--- src/rtl/seek_stepper.sv ---
module seek_stepper #(
  parameter int CNT_W        = 8,
  parameter int PERIOD_TICKS = 3000,
  parameter int PULSE_TICKS  = 4
) (
  input  logic             clk,
  input  logic             rst_n,
  input  logic             us_tick,
  input  logic             cnt_wr,
  input  logic [CNT_W-1:0] cnt_wdata,
  input  logic             act_load,
  input  logic [3:0]       act_code,
  input  logic             start,
  output logic             step_o,
  output logic             dir_o,
  output logic [2:0]       sel_o,
  output logic [CNT_W-1:0] count_o,
  output logic             done_o
);

  localparam int TW = $clog2(PERIOD_TICKS + 1);
  localparam logic [TW-1:0] LAST_HI  = TW'(PULSE_TICKS - 1);
  localparam logic [TW-1:0] LAST_PER = TW'(PERIOD_TICKS - 1);
  localparam logic [TW-1:0] HI_LIM   = TW'(PULSE_TICKS);

  logic             busy, start_q, done_q, dir_q;
  logic [TW-1:0]    tcnt;
  logic [CNT_W-1:0] count;

  wire start_rise = start & ~start_q;

  always_ff @(posedge clk) begin
    if (!rst_n) begin
      busy    <= 1'b0;
      start_q <= 1'b0;
      done_q  <= 1'b0;
      dir_q   <= 1'b0;
      tcnt    <= '0;
      count   <= '0;
    end else begin
      start_q <= start;
      done_q  <= 1'b0;
      if (!busy) begin
        if (cnt_wr) count <= cnt_wdata;
        if (act_load && act_code == 4'd0) dir_q <= 1'b0;
        else if (act_load && act_code == 4'd4) dir_q <= 1'b1;
        if (start_rise) begin
          if (count == '0) done_q <= 1'b1;
          else begin
            busy <= 1'b1;
            tcnt <= '0;
          end
        end
      end else if (!start) begin
        busy <= 1'b0;
      end else if (us_tick) begin
        if (tcnt == LAST_HI) begin
          count <= count - CNT_W'(1);
          if (count == CNT_W'(1)) begin
            busy   <= 1'b0;
            done_q <= 1'b1;
          end
        end
        tcnt <= (tcnt == LAST_PER) ? '0 : tcnt + TW'(1);
      end
    end
  end

  assign step_o  = busy && (tcnt < HI_LIM);
  assign dir_o   = dir_q;
  assign sel_o   = busy ? 3'd1 : 3'd3;
  assign count_o = count;
  assign done_o  = done_q;

  p_done_zero_r6: assert property (@(posedge clk) disable iff (!rst_n)
    done_o |-> count_o == '0);

  p_done_single_r6: assert property (@(posedge clk) disable iff (!rst_n)
    done_o |=> !done_o);

  p_count_step_r5: assert property (@(posedge clk) disable iff (!rst_n)
    ($past(busy) && count_o != $past(count_o)) |-> (count_o == $past(count_o) - CNT_W'(1)));

  p_count_on_fall_r5: assert property (@(posedge clk) disable iff (!rst_n)
    ($past(busy) && count_o != $past(count_o)) |-> $fell(step_o));

  p_dir_hold_r9: assert property (@(posedge clk) disable iff (!rst_n)
    ($past(busy) && busy) |-> $stable(dir_o));

  p_abort_quiet_r8: assert property (@(posedge clk) disable iff (!rst_n)
    (!start && $past(!start)) |-> (!step_o && sel_o == 3'd3));

endmodule

--- config.mk ---
export PLATFORM = sky130hd
export DESIGN_NAME = seek_stepper
export DESIGN_NICKNAME = d
export VERILOG_FILES = /design/src/rtl/seek_stepper.sv
export SDC_FILE = /design/constraint.sdc
export NUM_CORES = 1
export LEC_CHECK = 0
export ABC_AREA = 1
export CELL_PAD_IN_SITES_DETAIL_PLACEMENT = 0
export CELL_PAD_IN_SITES_GLOBAL_PLACEMENT = 1
export CORE_UTILIZATION = 46
export DETAILED_ROUTE_END_ITERATION = 10
export DONT_BUFFER_PORTS = 1
export PLACE_DENSITY = 0.89
export SETUP_SLACK_MARGIN = 0.5
export SYNTH_ARGS = -nofsm -noshare
export SYNTH_HDL_FRONTEND = slang
export SYNTH_SLANG_ARGS = --single-unit
export TNS_END_PERCENT = 50
--- constraint.sdc ---
create_clock -name clk -period 3.3 [get_ports clk]
set_input_delay 0.33 -clock clk [delete_from_list [all_inputs] [get_ports clk]]
set_output_delay 0.33 -clock clk [all_outputs]
set_load 0.02 [all_outputs]
### Yosys cells after proc, flatten, opt, wreduce, memory -nomap -nowiden

Cells that the tools add are included.

* $add $sub $neg: 2
* multipliers: 0
* divide/modulo/power cells: 0
* magnitude comparators: 1
* eq/ne operators: 8
* shifts and indexed selects: 0
* multiplexer cells: 28
* bitwise logic cells: 3
* reductions and logical operators: 11

Operators with widths (count)
* 12-bit two-way mux: 6
* 8-bit two-way mux: 5
* 1-bit two-way mux: 16
* 12-bit by 1-bit adder with 12-bit output (second input constant): 1
* 12-bit == test (second input constant): 1
* 12-bit by 2-bit == test with 1-bit output (second input constant): 1
* 12-bit by 3-bit less-than comparator with 1-bit output (second input constant): 1
* 8-bit by 1-bit == test with 1-bit output (second input constant): 1
* 8-bit zero test: 1
* 4-bit AND reduction: 2
* 8-bit by 1-bit subtractor with 8-bit output (second input constant): 1
* 2-bit != test (second input constant): 3
* 2-bit nonzero test: 3
* 4-bit by 3-bit == test with 1-bit output (second input constant): 1
* 4-bit zero test: 1
* 1-bit logical AND: 3
* 2-bit two-way mux: 1
* 2-bit by 1-bit != test with 1-bit output (second input constant): 1
* 1-bit NOT: 2
* 2-bit AND reduction: 1
* 1-bit AND: 1

* register bits after elaboration: 24
* latch bits: 0
* bits in writable memories: 0
* bits in read-only memories: 0
* input port bits: 18
* output and inout port bits: 14
* memories: 0

### Depth between registers and ports, before layout

Gate-level depths: netlist (run 1).

* depth in word-level cells: 6
* mapped depth: 10

### Worst setup path after synthesis (run 1)

Ideal clock, no wire load.

* path type: flip-flop to flip-flop
* start: register count[0], in the netlist count_o[0]
* end: register tcnt[8]
* arrival time: 1446 ps
* required time: 3185 ps
* slack: 1739 ps
* cell stages (with the launch flop): 9
* path buffers: 1
* clock period less this slack: 1561 ps
* path through: dfxtp_1 > inv_1 > ha_1 > nand2_4 > o21ai_4 > nand2_4 > buf_6 > a21oi_1 > nor2_1

* cells in the longest elaborated chain, start to end: 3

Ends and longest elaborated chain
* start: declaration: line 28 `logic [CNT_W-1:0] count;`
* start signal: assignment: line 44 `if (cnt_wr) count <= cnt_wdata;`
* start signal: assignment: line 58 `count <= count - CNT_W'(1);`
* 8-bit zero test: line 48 `if (count == '0) done_q <= 1'b1;`
* 2-bit != test (no source line)
* 4-bit AND reduction (no source line)
* end signal: assignment: line 64 `tcnt <= (tcnt == LAST_PER) ? '0 : tcnt + TW'(1);`
* end: declaration: line 27 `logic [TW-1:0] tcnt;`

No other way between the ends.
A chain may end at the register's enable or synchronous reset.

### Final worst setup path (run 1)

* start: register busy
* end: output step_o

* cells in the longest elaborated chain, start to end: 1

Ends and longest elaborated chain
* start: declaration: line 26 `logic busy, start_q, done_q, dir_q;`
* start signal: assignment: line 34 `busy <= 1'b0;`
* start signal: assignment: line 50 `busy <= 1'b1;`
* start signal: assignment: line 55 `busy <= 1'b0;`
* 1-bit logical AND: line 69 `assign step_o = busy && (tcnt < HI_LIM);`
* end: declaration: line 14 `output logic step_o,`

No other way between the ends.

==> out/qor.txt, run 1 <==
arrival time worst endpoint: 1930 ps
Mapped Cells: 262
antenna viol nets, final: 0
Worst Hold Launch: start
CP max-delay cell: dfxtp_1
Synth area leaders: dfxtp_1 (30%), nand2_1 (17%), nor2_1 (12%)
Yosys reg bits: 24
PD cells: 440 nW/um^2
reg-to-reg slack, setup: 1320 ps
full die area: 3690 um^2
final setup fails: 0
Residual DRC: 0
critical path type: reg2out
drt first pass iters: 5
die width: 60.8 um
largest net degree at the start of global routing: 20
H-tree depth: 1
post-CTS setup buffers: 0
initial core utilization: 0.504
vias per inst: 4.97
Synth area leader: dfxtp_1
GRT Util Overall: 0.212
CTS buffer count: 3
Syn Nets: 283
final WL: 3550 um
Avg WL per Cell: 11.7 um
vias in the first global route: 1303
Ports: 32
outcome: finished, final reports clean
RSZ-0062 raised after global routing: no
clock skew after layout: 7.67 ps
Synth Area per Inst: 6.06 um^2
Max clock buf depth: 2
cells along the critical path: inv_1, nor2_1
Crit Path Max Fanout: 16
top-area cell type share of the netlist area: 0.302
Slew Viols, Final: 0
Slew @ Worst Pin: 570 ps
Root Buffer: clkbuf_4
Critical Path Sink Type: output port
peak supply drop: 0.284 mV
Clk Latency, worst-skew pair: 330 ps
slowest stage delay, CP: 710 ps
Worst Path Required: 2970 ps
worst r2r path cells: 6
# resized after CTS: 0
Core Util, Final: 0.525
DP HPWL: 2630 um
Yosys warnings: 0
Placer Congestion: 0.906
row count: 20
post-synthesis cell type count: 29
hold path depth: 2
clk sinks: 24
Area growth syn-to-layout: 4.09%
grt ovf: 0
final hold vios: 0
P_leak: 0.745 nW
most common cell after layout, fill and taps aside: nand2_1
r2r startpoint: busy$_SDFF_PN0_
Hold WC Path Type: in2reg
setup TNS after final layout: 0 ps
max_cap viols: 0
Hold-fix buffers, CTS: 0
Rel. slew slack: 0.619
First DRT Iteration DRCs: 56
R2R Path End: count_o[1]$_SDFFE_PN0P_
ys async rst share: 0
min cycle time layout: 2260 ps
global-route wire length before repair: 5910 um
DR vias: 1507
commonest cells after routing, fill and taps aside: nand2_1 (73), nor2_1 (51), inv_1 (30)
die extent in y: 60.8 um
max frequency: 442 MHz
share of cells above drive strength 1: 0.0849
Post-synth EDFFs: 0
Worst Hold Endpoint: start_q$_SDFF_PN0_
initial antenna violation count: 0
crit start category: flop
# nets final: 281
Synth Cell Area: 1590 um^2
predominant post-synthesis flop cell: dfxtp_1
sequential cell area fraction in the yosys report: 0.302
Final Cycle Share: 0.686
Port Buffers: 0
clock-pin slew on the worst setup and hold paths: 150 ps
CTS tree: built
number of diodes: 0
CORE AREA: 3150 um^2
## worst max-delay path: cells and delay by family, from the launching register on
family,cells,cell delay (ps)
AND/OR/NAND/NOR,1,450
buffers and inverters,1,440
flip-flops,1,710
## per-layer routing
layer  share of wire  GRT usage
met2            0.41      0.322
met4          0.0062     0.0325
met5               0          0
met1            0.52      0.311
met3           0.056     0.0469
## power by group
part / total (mW) / switching (mW) / leakage (nW) / internal [mW]
sequential: 0.342 / 0.0360 / 0.196 / 0.306
clock: 0.225 / 0.102 / 0.0279 / 0.123
combinational: 0.160 / 0.106 / 0.521 / 0.0536
total: 0.727 / 0.244 / 0.745 / 0.483
## area by class of cell
type | instances | area, um^2
Fill cell | 355 | 1500
Multi-Input combinational cell | 199 | 946
Sequential cell | 24 | 480
Inverter | 32 | 120
Tap cell | 44 | 55.1
Clock inverter | 1 | 30.0
Clock buffer | 3 | 22.5
## registers in the layout (all words and copies together) (netlist names)
signal / count
busy: 1
start_q: 1
count_o: 8
done_o: 1
tcnt: 12
dir_o: 1
## per-stage QoR
| stage | setup WS, ps | hold slack (ps) | area, um^2 | power (mW) | instances |
|---|---|---|---|---|---|
| after global routing | 908 | 91.8 | 1650 | 0.767 | 303 |
| after CTS | 1010 | 79.1 | 1650 | 0.730 | 303 |
| after global placement | 1410 | 427 | 1600 | 0.509 | 299 |
| after floorplan | 1740 | 423 | 1590 | 0.482 | 262 |
| after detailed placement | 1350 | 436 | 1600 | 0.508 | 299 |
| final | 1040 | 79.7 | 1650 | 0.727 | 303 |
## cells by family (layout without fill, tap and decap cells)
kind of cell    Yosys count  count (layout)  synth area share
other cells               2               2           0.00473
fa+ha+maj                 3               3            0.0236
xor+xnor                  1               1           0.00551
simple gates            175             175             0.497
flops                    24              24             0.302
buf+inv                  39              36             0.102
compound gates           18              18            0.0646
## worst max path at each step
stage | depth (start not counted) | endpoint | slack [ps] | startpoint
global route | 2 | step_o | 910 | busy$_SDFF_PN0_
global placement | 7 | tcnt[0]$_SDFFE_PN0P_ | 1410 | busy$_SDFF_PN0_
finish | 2 | step_o | 1040 | busy$_SDFF_PN0_
floorplan | 8 | tcnt[8]$_SDFFE_PN0P_ | 1740 | count_o[0]$_SDFFE_PN0P_
detailed placement | 7 | tcnt[11]$_SDFFE_PN0P_ | 1350 | busy$_SDFF_PN0_
CTS | 2 | step_o | 1010 | busy$_SDFF_PN0_
## synthesized netlist by cell type, types with 3 or more instances
library cell and n:
clkbuf_1 3, nor2_1 51, nand3_2 3, nand2_2 3, dfxtp_1 24, inv_1 30, o21ai_0 8, ha_1 3
nand3_1 26, nand2_1 73, a21oi_1 8, nor3_1 3, nand4_1 5
(Power assumes the default switching activity.)
==> run 2: changes to the inputs <==
CORE_UTILIZATION = 42   (was 46)
PLACE_DENSITY = 0.83   (was 0.89)
clock period = 2.2 ns   (was 3.3 ns; I/O delays follow)
==> run 2 against run 1 <==
  * Final cell count increased by 2.0%
  * Clock power is 38% higher
  * Sequential power is 47% higher
  * Via count rose by 3.4%
  * Die area up 9.2%
  * Wire length increased by 6.1%
  * Global-route usage fell by 0.58 points
  * Cell area rose by 4.8%
  * Clock skew is 2.8 ps lower
  * Sequential share of layout area is 1.3 points lower
  * Utilization down 2.5 points
  * Hold slack worse by 36 ps
  * Critical path type unchanged
  * Largest power group unchanged
==> out/qor.txt, run 2 (synthesis results as in run 1) <==
peak supply drop: 0.290 mV
Hold WC Path Type: in2reg
Max clock buf depth: 2
CP max-delay cell: dfxtp_1
RSZ-0062 raised after global routing: no
met1 Use GR: 0.298
Final Cycle Share: 0.714
Residual DRC: 0
CTS tree: built
final hold vios: 0
Ports: 32
Placer Congestion: 0.820
clock skew after layout: 4.89 ps
max reg flops: 12
row count: 21
worst r2r path cells: 8
drt first pass iters: 5
Port Buffers: 0
critical path type: reg2out
Root Buffer: clkbuf_8
die extent in y: 63.5 um
Crit Path Max Fanout: 5
# nets final: 285
CP top delay family: simple AND/OR/NAND/NOR gates
Slew Viols, Final: 0
largest net degree at the start of global routing: 20
Biggest register: tcnt
final setup fails: 0
global-route wire length before repair: 6580 um
clk sinks: 24
commonest cells after routing, fill and taps aside: nand2_1 (73), nor2_1 (49), inv_1 (29)
Critical Path Sink Type: output port
initial core utilization: 0.458
P_leak: 0.766 nW
clock-pin slew on the worst setup and hold paths: 90 ps
CTS buffer count: 3
r2r startpoint: count_o[1]$_SDFFE_PN0P_
arrival time worst endpoint: 1350 ps
min cycle time layout: 1570 ps
Worst Hold Launch: start
crit start category: flop
post-CTS setup buffers: 0
busiest metal layer after global routing: met2
M2 GR Usage: 0.303
Area growth syn-to-layout: 9.05%
slowest stage delay, CP: 370 ps
hold path depth: 2
R2R Path End: tcnt[1]$_SDFFE_PN0P_
outcome: finished, final reports clean
setup TNS after final layout: 0 ps
post-placement cell area: 1630 um^2
DP HPWL: 2780 um
grt ovf: 0
full die area: 4030 um^2
First DRT Iteration DRCs: 140
DR vias: 1558
max_cap viols: 0
max frequency: 637 MHz
Worst Path Required: 1980 ps
buffers and inverters on the worst path: 0
reg-to-reg slack, setup: 630 ps
CORE AREA: 3470 um^2
PD cells: 629 nW/um^2
H-tree depth: 1
Clk Latency, worst-skew pair: 270 ps
Avg WL per Cell: 12.2 um
vias per inst: 5.04
number of diodes: 0
die width: 63.5 um
antenna viol nets, final: 0
initial antenna violation count: 0
GRT Util Overall: 0.206
Design Area, Final: 1730 um^2
most common cell after layout, fill and taps aside: nand2_1
final WL: 3770 um
Worst Hold Endpoint: start_q$_SDFF_PN0_
cells along the critical path: nor3_2, nand2_1, nor2_4
vias in the first global route: 1440
met3 Use GR: 0.0417
share of cells above drive strength 1: 0.118
-- run 2: cell type report --
cell class	instances	area, um^2
clock buffers	4	55.1
fillers	364	1740
inverters	32	120
multi-input cells	199	990
flip-flops and latches	24	480
well taps	46	57.6
repair buffers	4	30.0
-- run 2: worst reg2reg max path: cells and delay by family, from the launching register on --
kind                       cells  cell delay, ps
adders and majority gates      1             190
and+or+nand+nor                4             540
DFF                            1             390
buffers and inverters          2             170
AOI/OAI and AO/OA              1             180
-- run 2: through the flow --
step	setup WS [ps]	util	total power, mW	instances	hold slack (ps)
6_report	629	0.500	1.09	309	43.5
4_1_cts	507	0.488	1.09	309	37.6
5_1_grt	516	0.500	1.16	309	56.1
3_3_place_gp	478	0.471	0.773	305	323
3_5_place_dp	463	0.471	0.773	305	331
2_1_floorplan	639	-	0.723	262	313
-- run 2: how the worst max path moves through the flow --
stage | start | endpoint | slack [ps] | cells past startpoint
floorplan | count_o[0]$_SDFFE_PN0P_ | tcnt[8]$_SDFFE_PN0P_ | 640 | 8
global placement | count_o[1]$_SDFFE_PN0P_ | tcnt[1]$_SDFFE_PN0P_ | 480 | 8
detailed placement | count_o[1]$_SDFFE_PN0P_ | tcnt[1]$_SDFFE_PN0P_ | 460 | 8
CTS | count_o[1]$_SDFFE_PN0P_ | tcnt[1]$_SDFFE_PN0P_ | 510 | 8
global route | tcnt[0]$_SDFFE_PN0P_ | tcnt[9]$_SDFFE_PN0P_ | 520 | 8
finish | tcnt[6]$_SDFFE_PN0P_ | step_o | 630 | 3
-- run 2: layer usage --
metal	up-vias	wire length (um)
li1	821	-
met1	687	1900
met2	46	1550
met3	4	284
met4	0	34
met5	-	0
-- run 2: what timing repair did --
action | CTS | global route
setup endpoints to repair | 8 | 18
hold buffers | 0 | 0
gates resized for setup | 1 | 8
-- run 2: power by group --
| part | switching (mW) | internal, mW |
|---|---|---|
| combinational | 0.179 | 0.0980 |
| sequential | 0.0444 | 0.459 |
| clock | 0.151 | 0.160 |
